`src/rtl/dbg_scan_pkg.sv`:
```
package dbg_scan_pkg;
  typedef enum logic {
    PH_ADDR = 1'b0,
    PH_DATA = 1'b1
  } phase_e;
endpackage

```
`src/rtl/dbg_scan_shift.sv`:
```
module dbg_scan_shift #(
  parameter int DR_W = 34
) (
  input  logic            clk,
  input  logic            rst,
  input  logic            cap_en,
  input  logic            shf_en,
  input  logic            tdi,
  input  logic [DR_W-1:0] cap_word,
  output logic [DR_W-3:0] sr_hi,
  output logic            tdo
);
  logic [DR_W-1:0] sr;

  always_ff @(posedge clk) begin
    if (rst)         sr <= '0;
    else if (cap_en) sr <= cap_word;
    else if (shf_en) sr <= {tdi, sr[DR_W-1:1]};
  end

  assign tdo   = sr[0];
  assign sr_hi = sr[DR_W-1:2];

  p_capture_load_r4: assert property (@(posedge clk) disable iff (rst)
    cap_en |=> ({sr_hi, sr[1], tdo} == $past(cap_word)));
  p_shift_in_r3: assert property (@(posedge clk) disable iff (rst)
    (shf_en && !cap_en) |=> (sr_hi[DR_W-3] == $past(tdi)));
endmodule

```
`src/rtl/dbg_scan_seq.sv`:
```
module dbg_scan_seq
  import dbg_scan_pkg::*;
#(
  parameter int          IR_W     = 5,
  parameter logic [4:0]  ACC_CODE = 5'h10,
  parameter int          IDX_W    = 7,
  parameter int          DATA_W   = 32
) (
  input  logic              clk,
  input  logic              rst,
  input  logic              ir_upd,
  input  logic [IR_W-1:0]   ir_code,
  input  logic              cap_dr,
  input  logic              upd_dr,
  input  logic              busy,
  input  logic              err_set,
  input  logic [DATA_W-1:0] sr_hi,
  output logic              sel,
  output phase_e            phase,
  output logic              dir_rd,
  output logic              err,
  output logic              issue_rd,
  output logic              issue_wr,
  output logic [IDX_W-1:0]  req_idx,
  output logic [DATA_W-1:0] req_wdata
);
  localparam int DIR_POS = DATA_W - 1 - IDX_W;

  logic             cap_busy;
  logic [IDX_W-1:0] idx_q;
  logic             code_hit;
  logic             upd_ok;
  logic [IDX_W-1:0] scan_idx;
  logic             scan_dir;

  assign code_hit = ir_upd && (ir_code == IR_W'(ACC_CODE));
  assign upd_ok   = sel && upd_dr && !cap_busy && !ir_upd;
  assign scan_idx = sr_hi[DATA_W-1 -: IDX_W];
  assign scan_dir = sr_hi[DIR_POS];

  always_ff @(posedge clk) begin
    if (rst) begin
      sel      <= 1'b0;
      phase    <= PH_ADDR;
      dir_rd   <= 1'b0;
      err      <= 1'b0;
      cap_busy <= 1'b0;
      idx_q    <= '0;
    end else if (ir_upd) begin
      sel <= code_hit;
      if (code_hit) begin
        phase    <= PH_ADDR;
        err      <= 1'b0;
        cap_busy <= 1'b0;
      end
    end else begin
      if (err_set) err <= 1'b1;
      if (sel && cap_dr) cap_busy <= busy;
      if (upd_ok) begin
        if (phase == PH_ADDR) begin
          idx_q  <= scan_idx;
          dir_rd <= scan_dir;
          phase  <= PH_DATA;
        end else begin
          phase  <= PH_ADDR;
        end
      end
    end
  end

  assign issue_rd  = upd_ok && (phase == PH_ADDR) && scan_dir;
  assign issue_wr  = upd_ok && (phase == PH_DATA) && !dir_rd;
  assign req_idx   = (phase == PH_ADDR) ? scan_idx : idx_q;
  assign req_wdata = sr_hi;

  p_reselect_r2: assert property (@(posedge clk) disable iff (rst)
    code_hit |=> (phase == PH_ADDR) && !err && sel);
  p_busy_hold_r7: assert property (@(posedge clk) disable iff (rst)
    (sel && upd_dr && cap_busy && !ir_upd) |=> $stable(phase));
  p_err_sticky_r10: assert property (@(posedge clk) disable iff (rst)
    (err && !code_hit) |=> err);
endmodule

```
`src/rtl/dbg_scan_busif.sv`:
```
module dbg_scan_busif #(
  parameter int IDX_W  = 7,
  parameter int DATA_W = 32
) (
  input  logic              clk,
  input  logic              rst,
  input  logic              issue_rd,
  input  logic              issue_wr,
  input  logic [IDX_W-1:0]  req_idx,
  input  logic [DATA_W-1:0] req_wdata,
  input  logic              bus_ack,
  input  logic [DATA_W-1:0] bus_rdata,
  input  logic              bus_err,
  output logic              bus_req,
  output logic              bus_we,
  output logic [IDX_W-1:0]  bus_idx,
  output logic [DATA_W-1:0] bus_wdata,
  output logic              busy,
  output logic [DATA_W-1:0] rdata,
  output logic              err_set
);
  always_ff @(posedge clk) begin
    if (rst) begin
      bus_req   <= 1'b0;
      bus_we    <= 1'b0;
      bus_idx   <= '0;
      bus_wdata <= '0;
      rdata     <= '0;
    end else if (bus_req && bus_ack) begin
      bus_req <= 1'b0;
      if (!bus_we) rdata <= bus_rdata;
    end else if (!bus_req && (issue_rd || issue_wr)) begin
      bus_req <= 1'b1;
      bus_we  <= issue_wr;
      bus_idx <= req_idx;
      if (issue_wr) bus_wdata <= req_wdata;
    end
  end

  assign busy    = bus_req;
  assign err_set = bus_req && bus_ack && bus_err;

  p_req_hold_r9: assert property (@(posedge clk) disable iff (rst)
    (bus_req && !bus_ack) |=> bus_req && $stable(bus_idx) && $stable(bus_we)
                              && $stable(bus_wdata));
  p_single_issue_r7: assert property (@(posedge clk) disable iff (rst)
    $onehot0({issue_rd, issue_wr}));
endmodule

```
`src/rtl/dbg_scan_port.sv`:
```
module dbg_scan_port
  import dbg_scan_pkg::*;
#(
  parameter int          IR_W     = 5,
  parameter logic [4:0]  ACC_CODE = 5'h10,
  parameter int          IDX_W    = 7,
  parameter int          DATA_W   = 32
) (
  input  logic              clk,
  input  logic              rst,
  input  logic              ir_upd,
  input  logic [IR_W-1:0]   ir_code,
  input  logic              cap_dr,
  input  logic              shf_dr,
  input  logic              upd_dr,
  input  logic              tdi,
  output logic              tdo,
  output logic              bus_req,
  output logic              bus_we,
  output logic [IDX_W-1:0]  bus_idx,
  output logic [DATA_W-1:0] bus_wdata,
  input  logic              bus_ack,
  input  logic [DATA_W-1:0] bus_rdata,
  input  logic              bus_err
);
  localparam int DR_W = DATA_W + 2;

  logic              sel, dir_rd, err, busy, err_set;
  logic              issue_rd, issue_wr;
  phase_e            phase;
  logic [IDX_W-1:0]  req_idx;
  logic [DATA_W-1:0] req_wdata, rdata, sr_hi;
  logic [DR_W-1:0]   cap_word;

  assign cap_word = {((phase == PH_DATA) && dir_rd) ? rdata : '0, err, busy};

  dbg_scan_shift #(.DR_W(DR_W)) u_shift (
    .clk(clk), .rst(rst),
    .cap_en(sel && cap_dr), .shf_en(sel && shf_dr), .tdi(tdi),
    .cap_word(cap_word), .sr_hi(sr_hi), .tdo(tdo)
  );

  dbg_scan_seq #(
    .IR_W(IR_W), .ACC_CODE(ACC_CODE), .IDX_W(IDX_W), .DATA_W(DATA_W)
  ) u_seq (
    .clk(clk), .rst(rst), .ir_upd(ir_upd), .ir_code(ir_code),
    .cap_dr(cap_dr), .upd_dr(upd_dr), .busy(busy), .err_set(err_set),
    .sr_hi(sr_hi), .sel(sel), .phase(phase), .dir_rd(dir_rd), .err(err),
    .issue_rd(issue_rd), .issue_wr(issue_wr),
    .req_idx(req_idx), .req_wdata(req_wdata)
  );

  dbg_scan_busif #(.IDX_W(IDX_W), .DATA_W(DATA_W)) u_bus (
    .clk(clk), .rst(rst), .issue_rd(issue_rd), .issue_wr(issue_wr),
    .req_idx(req_idx), .req_wdata(req_wdata),
    .bus_ack(bus_ack), .bus_rdata(bus_rdata), .bus_err(bus_err),
    .bus_req(bus_req), .bus_we(bus_we), .bus_idx(bus_idx),
    .bus_wdata(bus_wdata), .busy(busy), .rdata(rdata), .err_set(err_set)
  );

  p_req_from_update_r5: assert property (@(posedge clk) disable iff (rst)
    $rose(bus_req) |-> $past(upd_dr) && $past(sel));
endmodule

```
`config.mk`:
```
export PLATFORM = sky130hd
export DESIGN_NAME = dbg_scan_port
export DESIGN_NICKNAME = d
export VERILOG_FILES = /design/src/rtl/dbg_scan_pkg.sv /design/src/rtl/dbg_scan_shift.sv /design/src/rtl/dbg_scan_seq.sv /design/src/rtl/dbg_scan_busif.sv /design/src/rtl/dbg_scan_port.sv
export SDC_FILE = /design/constraint.sdc
export NUM_CORES = 1
export LEC_CHECK = 0
export ABC_CLOCK_PERIOD_IN_PS = 4240
export BUFFER_PORTS_ARGS = -buffer_cell sky130_fd_sc_hd__buf_2
export CAP_MARGIN = 10
export CORE_MARGIN = 5
export CORE_UTILIZATION = 35
export DETAILED_ROUTE_END_ITERATION = 7
export GPL_TIMING_DRIVEN = 0
export SLEW_MARGIN = 15
export SYNTH_ARGS = -nofsm -noshare
export SYNTH_HDL_FRONTEND = slang
export SYNTH_SLANG_ARGS = --single-unit
```
`constraint.sdc`:
```
create_clock -name clk -period 4.24 [get_ports clk]
set_clock_uncertainty 0.15 [all_clocks]
set_input_delay 0.636 -clock clk [delete_from_list [all_inputs] [get_ports clk]]
set_output_delay 0.636 -clock clk [all_outputs]
set_load 0.03 [all_outputs]
```
## After elaboration in Yosys (flattened, before gate mapping)

Cells that the tools add are included.

| cells by class | value |
|---|---|
| equality and inequality tests | 2 |
| reduce and logical (&&, ||, !) cells | 32 |
| bitwise operators | 4 |
| multiplexer cells | 12 |

Operators by type and width:

| operator | number |
|---|---|
| $mux W34 | 2 |
| $mux W32 | 1 |
| $logic_and A1 B1 Y1 | 14 |
| $reduce_and A2 Y1 | 6 |
| $mux W1 | 8 |
| $reduce_bool A2 Y1 | 4 |
| $mux W7 | 1 |
| $reduce_and A3 Y1 | 2 |
| $eq A5 B5 Y1 const B | 1 |
| $logic_not A1 Y1 | 4 |
| $not A1 Y1 | 4 |
| $ne A2 B1 Y1 const B | 1 |
| $reduce_or A2 Y1 | 1 |
| $logic_or A1 B1 Y1 | 1 |

| storage, ports and cells | value |
|---|---|
| output and inout port bits | 42 |
| word-level logic and storage cells | 62 |
| input port bits | 46 |
| register bits | 119 |

## Longest topological paths before layout

| depth | value |
|---|---|
| depth in word-level cells | 8 |
| mapped depth | 7 |
| depth with buffers taken out | 3 |

## By module

Synthesis repeated with hierarchy kept, for this count alone.

| second synthesis, totals | value |
|---|---|
| cell total of the unflattened synthesis | 638 |
| area total of the unflattened synthesis | 5799.3 µm² |

By module, submodules not included:

| module | times used | area an instance (µm²) | cells an instance | sequential area each (µm²) |
|---|---|---|---|---|
| dbg_scan_busif | 1 | 2660.1 | 315 | 1461.4 |
| dbg_scan_shift | 1 | 1999.4 | 183 | 680.7 |
| dbg_scan_seq | 1 | 857.1 | 100 | 240.2 |
| dbg_scan_port | 1 | 282.8 | 40 | 0.0 |

## Worst setup path before layout

No wires, ideal clock.

| timing path | value |
|---|---|
| kind | input to register |
| from | input upd_dr |
| to | register u_bus.bus_wdata[10] |
| library setup time | 0.072 ns |
| required time | 4.018 ns |
| setup slack | 2.379 ns |
| arrival | 1.640 ns |
| cell stages on the path | 6 |
| path buffers | 3 |
| path through | nor4bb_4 > buf_6 > and3_4 > buf_8 > buf_12 > mux2i_1 |

| on the way | value |
|---|---|
| cells in the longest elaborated chain, start to end | 8 |
| elaborated cells on any way between the ends | 10 |
| those cells by class | 10 x reduce/logical |

Ends and longest elaborated chain:

| what | line | source |
|---|---|---|
| start, declared | dbg_scan_port.sv:15 | `input logic upd_dr,` |
| $logic_and A1 B1 Y1 (*) (3 in a row) | dbg_scan_seq.sv:37 | `assign upd_ok = sel && upd_dr && !cap_busy && !ir_upd;` |
| $logic_and A1 B1 Y1, on equally long branches (2 in a row) | dbg_scan_seq.sv:71, dbg_scan_seq.sv:72 |  |
| $logic_or A1 B1 Y1 | dbg_scan_busif.sv:32 | `end else if (!bus_req && (issue_rd \|\| issue_wr)) begin` |
| $logic_and A1 B1 Y1 | dbg_scan_busif.sv:32 |  |
| $reduce_and A3 Y1 (no line) (*) | - |  |
| end signal, assigned | dbg_scan_busif.sv:36 | `if (issue_wr) bus_wdata <= req_wdata;` |
| end, declared | dbg_scan_busif.sv:17 | `output logic [DATA_W-1:0] bus_wdata,` |

Every way passes the cells marked *; elsewhere a longest branch is shown, timed or not.
A chain may end at the register's enable or synchronous reset.

## Worst setup path after layout

| timing path | value |
|---|---|
| from | register u_bus.bus_req |
| to | output bus_req |

RTL lines:

| what | line | source |
|---|---|---|
| start, declared | dbg_scan_busif.sv:14 | `output logic bus_req,` |
| start signal, assigned | dbg_scan_busif.sv:24 | `bus_req <= 1'b0;` |
| start signal, assigned | dbg_scan_busif.sv:30 | `bus_req <= 1'b0;` |
| start signal, assigned | dbg_scan_busif.sv:33 | `bus_req <= 1'b1;` |
| end, declared | dbg_scan_port.sv:18 | `output logic bus_req,` |

No word-level cell between the ends.

==> results.txt <==
----------------------------------------------------
[Clock network]
  Sinks on the clock net ... 119
  Clk Tree Root Cell ... sky130_fd_sc_hd__clkbuf_16
  Total of cells resized after clock tree synthesis ... 0
  Maximum level of the CTS H-tree ... 4
  Worst-Skew Late Latency ... 0.41 ns
  Hold buffer count at CTS ... 0
  Total clock buffers created by CTS ... 17
  Clock input transition at the sequential cells of the worst setup and hold paths ... 0.05 ns
  Buffer depth of the longest clock path ... 2
  Post-CTS Setup Bufs ... 0
  CTS tree ... yes

[Timing]
  Post-route minimum period ... 1.96 ns
  Count of pins over their slew limit ... 0
  Setup TNS ... 0 ns
  Worst-case setup margin in the final layout ... 2.28 ns
  Number of endpoints failing setup at the final stage ... 0
  Final period utilization ... 0.463
  Fin Hold WS ... 0.306 ns
  Transition at the pin with the smallest max-transition slack ... 0.575 ns
  Max Clk Rate ... 509 MHz
  RSZ-0062 raised after global routing ... no
  Number of hold violations in the final report ... 0
  Slew Limit Headroom ... 0.617

[Synthesis]
  Post-synthesis register bit count ... 119
  Synth Net Count ... 592
  Most used standard cell by instance count after synthesis ... sky130_fd_sc_hd__dfxtp_1
  Number of instances in the synthesized netlist ... 546
  Synth area leader ... sky130_fd_sc_hd__dfxtp_1
  Yosys synthesis warning count ... 0
  Count of cell types in the netlist ... 39
  Most frequent cells after synthesis ... 119 x sky130_fd_sc_hd__dfxtp_1, 67 x sky130_fd_sc_hd__nand2_1, 66 x sky130_fd_sc_hd__nand2b_1
  Proportion of synthesized chip area in sequential cells ... 0.480
  Post-synth top flop ... sky130_fd_sc_hd__dfxtp_1
  Combined area of all synthesized cells ... 4960 µm²
  Fraction of registers with async set/reset ... 0
  Cell types with the largest area share after synthesis ... sky130_fd_sc_hd__dfxtp_1 48%, sky130_fd_sc_hd__nand2b_1 8.3%, sky130_fd_sc_hd__mux2i_1 7.9%
  Number of synthesized flops with an enable pin ... 0
  Top cell type's share of synthesized area ... 0.480
  Synth Area per Inst ... 9.09 µm²

[Finish]
  Area growth from synthesis to layout ... 25.1%
  Total area of multi-input combinational cells ... 2280 µm²
  Layout cell share with drive strength beyond 1 ... 0.208
  Filler instances ... 1376
  Register cell area after layout ... 2380 µm²
  Count of inserted antenna diode cells ... 0
  Post-layout net count ... 696
  Post-Route Utilization ... 0.447
  Post-layout instance count excluding filler cells ... 842

[Critical path]
  WP depth ... 1
  Startpoint of the worst setup timing path ... u_bus.bus_req$_SDFFE_PP0P_
  Buffer and inverter count on the worst path ... 1
  CP Data Required Time ... 3.45 ns
  Data arrival time at the worst-slack endpoint ... 1.18 ns
  Ordered cell list for the critical path ... buf_2
  Worst R2R Start ... u_seq.sel$_SDFFE_PP0P_
  CP Launch Type ... flip-flop
  Critical path class ... flip-flop to output port
  Delay of the slowest critical-path stage ... 0.50 ns
  Cell with the biggest individual delay on the critical path ... sky130_fd_sc_hd__dfxtp_1
  R2R depth ... 7
  Max FO, Critical Path ... 7
  Critical path endpoint category ... output port
  CP top delay family ... flip-flops

[Placement]
  Number of placed instances with taps included ... 811
  Pre-CTS setup slack ... 1.98 ns
  Detail Placement HPWL ... 9.63 mm
  Weighted congestion reported at the end of routability-driven placement ... 0.808
  # port buffers ... 85

[Floorplan]
  Boundary pin count ... 88
  Vertical extent of the die ... 129 µm
  Die Width ... 129 µm
  Die Area ... 16700 µm²
  Core box area ... 13900 µm²
  FP Rows ... 43
  Effective utilization at floorplan ... 0.357

[Power and ir drop]
  Power Dens Cells ... 424 nW/µm²
  Leakage power total ... 2.25 nW
  Maximum VDD drop ... 0.250 mV

[Outcome]
  Status ... finished clean

[Global route]
  First-pass GRT wire length ... 20.9 mm
  Pin count of the biggest net entering global routing ... 17
  Total global routing overflow ... 0
  Global-route usage over all layers ... 0.161
  Via count of the first global-routing pass ... 4232
  Antenna violations before repair ... 0

[Routing]
  Final routed DRC violation total ... 0
  Initial DRC Count ... 398
  Routed wire length ... 13.1 mm
  Via density per instance ... 5.06
  First drt pass iteration count ... 5
  DR WL/cell ... 15.6 µm
  Routed Antenna Nets ... 0
  Via Count ... 4258

[Hold path]
  Class of the tightest hold or removal check ... flip-flop to flip-flop
  Min-Delay Path Depth ... 2
  Worst Hold Launch ... u_bus.rdata[26]$_SDFFE_PP0P_

[Flow run]
  Number of max-cap violations ... 0

----------------------------------------------------
state kept, by name, summed over array words and instances (netlist names), 7 cells and up:
| register | flops |
|---|---|
| u_bus.rdata | 32 |
| u_shift.sr | 34 |
| u_bus.bus_wdata | 32 |
| u_seq.idx_q | 7 |
| u_bus.bus_idx | 7 |
area by class of cell:
type	instances	area share
sequential	119	0.384
multi-input combinational	372	0.368
clock buffer	18	0.0708
timing repair buffer	85	0.0685
buffer	52	0.0460
tap	180	0.0363
clock inverter	13	0.0250
inverter	3	0.00181
final timing paths:
check | end | slack (ns)
setup / recovery | bus_req | 2.28
hold / removal | u_bus.rdata[26]$_SDFFE_PP0P_ | 0.31
setup reg to reg | u_bus.bus_wdata[4]$_SDFFE_PP0P_ | 2.47
hold reg to reg | u_bus.rdata[26]$_SDFFE_PP0P_ | 0.31
worst min-delay path, delay by kind of cell (launching register included):
family / cells / cell delay (ns)
compound gates: 1 / 0.05
flops: 1 / 0.31
simple gates: 1 / 0.05
per-stage QoR:
step                total power, mW  instance area [µm²]
floorplan                      1.18                 4960
global placement               1.22                 5610
detailed placement             1.22                 5610
CTS                            2.66                 6210
global route                   2.72                 6210
finish                         2.63                 6210
layer usage:
metal | track usage | vias to the layer above | share of wire | routed length [µm]
met5 | 0 | - | 0 | 0
met3 | 0.0404 | 18 | 0.047 | 616
met4 | 0.0550 | 0 | 0.014 | 179
li1 | - | 2121 | - | -
met2 | 0.270 | 107 | 0.49 | 6450
met1 | 0.202 | 2012 | 0.45 | 5900
cells by family (layout without fill, tap and decap cells):
group           after synthesis  in the layout  synth area share
compound gates              110            110             0.151
mux                          39             39            0.0787
simple gates                223            223             0.231
buf+inv                      55            171            0.0598
flops                       119            119             0.480
cell usage in the layout, fill, tap and decap left out, drive strengths merged, types with 4 or more instances in the layout:
| cell type | netlist | routed |
|---|---|---|
| nor2 | 37 | 37 |
| a21oi | 44 | 44 |
| nand3b | 9 | 9 |
| nand2b | 66 | 66 |
| inv | 3 | 4 |
| clkinv | 0 | 6 |
| dfxtp | 119 | 119 |
| a221oi | 32 | 32 |
| clkbuf | 30 | 48 |
| buf | 22 | 107 |
| mux2i | 39 | 39 |
| nand2 | 67 | 67 |
| o21ai | 10 | 10 |
| a41oi | 7 | 7 |
| a211oi | 9 | 9 |
| nor3 | 31 | 31 |
where the power goes:
group	switching [mW]	internal [mW]	total, mW	leakage (nW)
Clock	0.504	0.931	1.44	0.288
Combinational	0.0402	0.0327	0.0729	1.01
Sequential	0.00273	1.12	1.12	0.958
No activity file was read; power rests on OpenSTA's default activity.
